--- config.mk ---
export PLATFORM = sky130hd
export DESIGN_NAME = dp_collision_arbiter
export DESIGN_NICKNAME = d
export VERILOG_FILES = /design/src/rtl/dpa_pkg.sv /design/src/rtl/dpa_port_hist.sv /design/src/rtl/dpa_decider.sv /design/src/rtl/dpa_gate.sv /design/src/rtl/dp_collision_arbiter.sv
export SDC_FILE = /design/constraint.sdc
export NUM_CORES = 1
export LEC_CHECK = 0
export CAP_MARGIN = 10
export CORE_MARGIN = 2
export CORE_UTILIZATION = 35
export DETAILED_ROUTE_END_ITERATION = 6
export DONT_BUFFER_PORTS = 1
export HOLD_SLACK_MARGIN = 0.08
export MAX_ROUTING_LAYER = met4
export PLACE_DENSITY = 0.55
export SYNTH_ARGS = -nofsm -noshare
export SYNTH_HDL_FRONTEND = slang
export SYNTH_SLANG_ARGS = --single-unit
--- constraint.sdc ---
create_clock -name clk -period 3.6 [get_ports clk]
set_input_delay 1.08 -clock clk [delete_from_list [all_inputs] [get_ports clk]]
set_output_delay 1.08 -clock clk [all_outputs]
set_load 0.03 [all_outputs]
--- src/rtl/dpa_pkg.sv ---
package dpa_pkg;

  typedef enum logic {SIDE_A = 1'b0, SIDE_B = 1'b1} side_e;

  // A port is "aged" when it was selected at the very same address last cycle.
  function automatic logic port_aged(input logic cs_now, input logic cs_prev,
                                     input logic same_addr);
    return cs_now & cs_prev & same_addr;
  endfunction

  // Older port wins; equal age falls back to the tie-break input.
  function automatic side_e pick_side(input logic a_old, input logic b_old,
                                      input logic tie_b);
    if (a_old && !b_old) return SIDE_A;
    if (b_old && !a_old) return SIDE_B;
    return tie_b ? SIDE_B : SIDE_A;
  endfunction

endpackage

--- src/rtl/dpa_port_hist.sv ---
module dpa_port_hist #(
  parameter int AW = 4
) (
  input  logic          clk,
  input  logic          rst_n,
  input  logic          cs,
  input  logic [AW-1:0] addr,
  output logic          aged
);
  logic          cs_q;
  logic [AW-1:0] addr_q;

  always_ff @(posedge clk) begin
    if (!rst_n) begin
      cs_q   <= 1'b0;
      addr_q <= '0;
    end else begin
      cs_q   <= cs;
      addr_q <= addr;
    end
  end

  assign aged = dpa_pkg::port_aged(cs, cs_q, addr_q == addr);
endmodule

--- src/rtl/dpa_decider.sv ---
module dpa_decider #(
  parameter int AW = 4
) (
  input  logic           clk,
  input  logic           rst_n,
  input  logic           a_cs,
  input  logic           b_cs,
  input  logic [AW-1:0]  a_addr,
  input  logic [AW-1:0]  b_addr,
  input  logic           a_aged,
  input  logic           b_aged,
  input  logic           tie_b,
  output logic           hit,
  output logic           onset,
  output dpa_pkg::side_e winner
);
  import dpa_pkg::*;

  logic  hit_q;
  side_e win_q;

  assign hit    = a_cs & b_cs & (a_addr == b_addr);
  assign onset  = hit & ~hit_q;
  assign winner = onset ? pick_side(a_aged, b_aged, tie_b) : win_q;

  always_ff @(posedge clk) begin
    if (!rst_n) begin
      hit_q <= 1'b0;
      win_q <= SIDE_A;
    end else begin
      hit_q <= hit;
      win_q <= winner;
    end
  end

  AST_EVT_NOT_TWICE: assert property (@(posedge clk) disable iff (!rst_n)
    onset |=> !onset);
  AST_ONSET_NEEDS_HIT: assert property (@(posedge clk) disable iff (!rst_n)
    onset |-> (a_cs && b_cs));
endmodule

--- src/rtl/dpa_gate.sv ---
module dpa_gate (
  input  logic slave_mode,
  input  logic lose,
  input  logic busy_in_n,
  input  logic cs,
  input  logic we,
  output logic busy_n,
  output logic we_gated
);
  logic eff_busy_n;

  assign eff_busy_n = slave_mode ? busy_in_n : ~lose;
  assign busy_n     = slave_mode ? 1'b1 : ~lose;
  assign we_gated   = we & cs & eff_busy_n;
endmodule

--- src/rtl/dp_collision_arbiter.sv ---
module dp_collision_arbiter #(
  parameter int AW = 4
) (
  input  logic          clk,
  input  logic          rst_n,
  input  logic          slave_mode,
  input  logic          tie_pick_b,
  input  logic          a_cs,
  input  logic [AW-1:0] a_addr,
  input  logic          a_we,
  input  logic          a_busy_in_n,
  input  logic          b_cs,
  input  logic [AW-1:0] b_addr,
  input  logic          b_we,
  input  logic          b_busy_in_n,
  output logic          a_busy_n,
  output logic          a_we_gated,
  output logic          b_busy_n,
  output logic          b_we_gated,
  output logic          clash_evt
);
  import dpa_pkg::*;

  localparam int NP = 2;

  logic [NP-1:0] cs_v, we_v, bin_v, aged_v, lose_v, bsy_v, wg_v;
  logic [AW-1:0] addr_v [NP];
  logic          coll_w, onset_w;
  side_e         winner_w;

  assign cs_v      = {b_cs, a_cs};
  assign we_v      = {b_we, a_we};
  assign bin_v     = {b_busy_in_n, a_busy_in_n};
  assign addr_v[0] = a_addr;
  assign addr_v[1] = b_addr;

  assign lose_v[0] = coll_w & (winner_w == SIDE_B);
  assign lose_v[1] = coll_w & (winner_w == SIDE_A);

  for (genvar p = 0; p < NP; p++) begin : g_port
    dpa_port_hist #(.AW(AW)) u_hist (
      .clk(clk), .rst_n(rst_n), .cs(cs_v[p]), .addr(addr_v[p]), .aged(aged_v[p])
    );
    dpa_gate u_gate (
      .slave_mode(slave_mode), .lose(lose_v[p]), .busy_in_n(bin_v[p]),
      .cs(cs_v[p]), .we(we_v[p]), .busy_n(bsy_v[p]), .we_gated(wg_v[p])
    );
  end

  dpa_decider #(.AW(AW)) u_dec (
    .clk(clk), .rst_n(rst_n), .a_cs(a_cs), .b_cs(b_cs),
    .a_addr(a_addr), .b_addr(b_addr), .a_aged(aged_v[0]), .b_aged(aged_v[1]),
    .tie_b(tie_pick_b), .hit(coll_w), .onset(onset_w), .winner(winner_w)
  );

  assign a_busy_n   = bsy_v[0];
  assign b_busy_n   = bsy_v[1];
  assign a_we_gated = wg_v[0];
  assign b_we_gated = wg_v[1];
  assign clash_evt  = onset_w;

  AST_ONE_LOSER: assert property (@(posedge clk) disable iff (!rst_n)
    !(a_busy_n == 1'b0 && b_busy_n == 1'b0));
  AST_FREE_NO_BUSY: assert property (@(posedge clk) disable iff (!rst_n)
    (!slave_mode && !(a_cs && b_cs && a_addr == b_addr)) |-> (a_busy_n && b_busy_n));
  AST_CLASH_ONE_BUSY: assert property (@(posedge clk) disable iff (!rst_n)
    (!slave_mode && a_cs && b_cs && a_addr == b_addr) |-> (a_busy_n != b_busy_n));
  AST_WINNER_HELD: assert property (@(posedge clk) disable iff (!rst_n)
    (!slave_mode && $past(!slave_mode) && coll_w && $past(coll_w))
      |-> (a_busy_n == $past(a_busy_n)));
  AST_LOSER_NO_WRITE: assert property (@(posedge clk) disable iff (!rst_n)
    (!slave_mode && !a_busy_n) |-> !a_we_gated);
  AST_SLAVE_BLOCK: assert property (@(posedge clk) disable iff (!rst_n)
    (slave_mode && !b_busy_in_n) |-> !b_we_gated);
  AST_SLAVE_RELEASED: assert property (@(posedge clk) disable iff (!rst_n)
    slave_mode |-> (a_busy_n && b_busy_n));
endmodule

==> results.md <==
* Tmin final at 3.60 ns
* Num CTS Buffers at 3
* Critical Path RT at around 2.5 ns
* Layout cells sized above 1 at 13.3%
* Ant diodes at 0
* Max Freq at 278 MHz
* Final ANT Viol Nets at 0
* Hold-fix buffers at CTS at 0
* Core Area at 1510 µm²
* Residual DRC at 0
* Max-cap violations at 0
* Routability cong. at approximately 0.77
* CTS max path bufs at 2
* Number of setup buffers added after CTS at 0
* First-pass GRT wire length at 1900 µm
* Finish-stage setup viols at 0
* Primary FF master, synth: dfxtp_1
* Post-DP HPWL at 952 µm
* Critical path arrival at 2.52 ns
* Die width at 44.0 µm
* Crit path max fanout at 5
* Slew HR at 78.4%
* Net Count, Synth at 87
* CTS tree: done
* Unrepaired setup endpoints after global routing: yes
* Clock Sinks at 12
* Area growth syn-to-layout at 14.8%
* Fin. Hold Viols at 0
* CP startpoint kind: input pin
* Seq/Total Area, Yosys at 43.0%
* Reg-to-reg setup timing slack at 1.97 ns
* Worst Clk Skew at 0.00141 ns
* Synth Cell Area at around 560 µm²
* P_leak at about 0.27 nW
* GRT Total Usage at between 10 and 15%
* Crit Path Class: in -> out
* Vias per cell at 5.20
* PwrDens at between 400 and 500 nW/µm²
* Crit end category: output port
* Synth cell types at 25
* Pin count of the biggest net entering global routing at 9
* Max-slew violation count at 0
* Setup WS post-layout at roughly 0.000077 ns
* DRT Wirelength at 1170 µm
* Max VDD drop at 197 µV
* Vias at 473
* Synth warnings at 0
* IO Port Bufs at 0
* Initial antenna violation count at 0
* Die Ht at around 44 µm
* Clock-pin slew on the worst setup and hold paths at roughly 0.070 ns
* First-pass DRT Iterations at 4
* GRT overflow at 0
* Worst hold slack at around 0.65 ns
* Initial Util at between 30 and 40%
* CP max stage delay at roughly 0.38 ns
* # rows at 14
* Initial DRC Count at 12
* Yosys reg bits at 12
* CP cell instances: a222oi_1, nand4b_1, maj3_2, o31a_1, o31a_1
* Layout fillers at around 160
* Slew @ Worst Pin at 0.326 ns
* Syn Inst Count at a little under 70
* Tcrit/Tclk final at 100%
* Die ar. at 1930 µm²
* Status: finished, final reports clean
* CTS root buffer: clkbuf_4
* Most common cell on crit path: o31a_1
* Async S/R FF share, synth at 0%
* Syn_area_per_cell at 8.11 µm²
* WL/cell at 12.8 µm
* I/O pin cnt at 23
* Slowest stage cell, crit path: o31a_1
* Skew-Pair Late Insertion Delay at 0.27 ns
* Vias in the first global route at 482
* H-tree depth at 1
* NumNets Final at 94
* Class of the worst hold path: reg -> reg
* Post-synth EDFFs at 0
* DP Worst Slack at -0.0131 ns
## final cells by class
type                    instances  area (µm²)  area share, %
well taps                      16        20.0           3.12
multi-input cells              45         278           43.3
inverters                      11        41.3           6.43
clock buffers                   4        36.3           5.65
repair buffers                  3        26.3           4.09
flip-flops and latches         12         240           37.4
## metal layers
metal | global-route usage (%) | routed length (µm) | up-vias
met5 | - | 0 | -
met4 | 3.64 | 0 | 0
met3 | 6.25 | 102 | 0
met2 | 21.5 | 510 | 20
met1 | 16.3 | 555 | 211
li1 | - | - | 242
## kinds of logic (layout without fill, tap and decap cells)
kind of cell | count (synthesis) | count (layout) | share of synthesized area [%]
compound gates | 14 | 14 | 18.3
simple gates | 27 | 27 | 23.9
fa+ha+maj | 1 | 1 | 2.01
xor+xnor | 3 | 3 | 4.70
flops | 12 | 12 | 43.0
buf+inv | 12 | 18 | 8.05
## repair_timing
action,in CTS,in global routing
pin swaps,0,0
gates resized for setup,0,1
endpoints found under the setup margin,1,3
## flip-flops by register name (all words and copies together) (netlist names)
name	count
g_port.u_hist.cs_q	2
g_port.u_hist.addr_q	8
u_dec.win_q	1
u_dec.hit_q	1
## where the power goes
part           leakage [nW]  switching [mW]  internal, mW
Clock                0.0210          0.0432        0.0614
Sequential           0.0995         0.00260         0.139
Combinational         0.153          0.0151        0.0138
Total                 0.273          0.0609         0.214
## cells in the mapped netlist, drive strengths merged, types with 2 or more instances
library cell | instances | share of area, %
and2 | 4 | 4.5
nand2b | 5 | 5.6
o31a | 2 | 3.1
xnor2 | 2 | 3.1
a21oi | 3 | 2.7
nor2 | 10 | 6.7
dfxtp | 12 | 43
inv | 11 | 7.4
nand2 | 4 | 2.7
o22ai | 2 | 2.2
## placed cells by master (no fill, tap or decap), drive strengths merged
master   count
a211o        1
a21oi        3
a222oi       1
and2         4
buf          3
clkbuf       4
dfxtp       12
inv         11
maj3         1
nand2        4
nand2b       5
nand3        1
nand4b       1
nor2        10
nor3         1
o2111ai      1
o211ai       1
o21ai        1
o221ai       1
o22ai        2
o2bb2ai      1
o31a         2
or3          1
xnor2        2
xor2         1
## through the flow
step | instance area [µm²] | utilization [%] | TNS, ns | std cells | power (mW)
2_1_floorplan | 563 | - | 0 | 69 | 0.168
3_3_place_gp | 602 | 40.0 | 0 | 87 | 0.173
3_5_place_dp | 602 | 40.0 | -0.0131 | 87 | 0.173
4_1_cts | 638 | 42.4 | -0.0159 | 91 | 0.279
5_1_grt | 642 | 42.6 | -0.103 | 91 | 0.289
6_report | 642 | 42.6 | 0 | 91 | 0.275
## critical path, delay by kind of cell
| family | cells | cell delay [ns] |
|---|---|---|
| compound gates | 3 | 0.97 |
| fa+ha+maj | 1 | 0.32 |
| simple gates | 1 | 0.15 |
## worst paths after layout
kind,startpoint,endpoint,cells past startpoint
worst max-delay path,b_addr[0],a_we_gated,5
worst min register to register,u_dec.win_q,u_dec.win_q,3
worst max register to register,g_port[1].u_hist.addr_q[0],u_dec.win_q,6
worst min-delay path,u_dec.win_q,u_dec.win_q,3
Power figures use the tool's default switching activity.
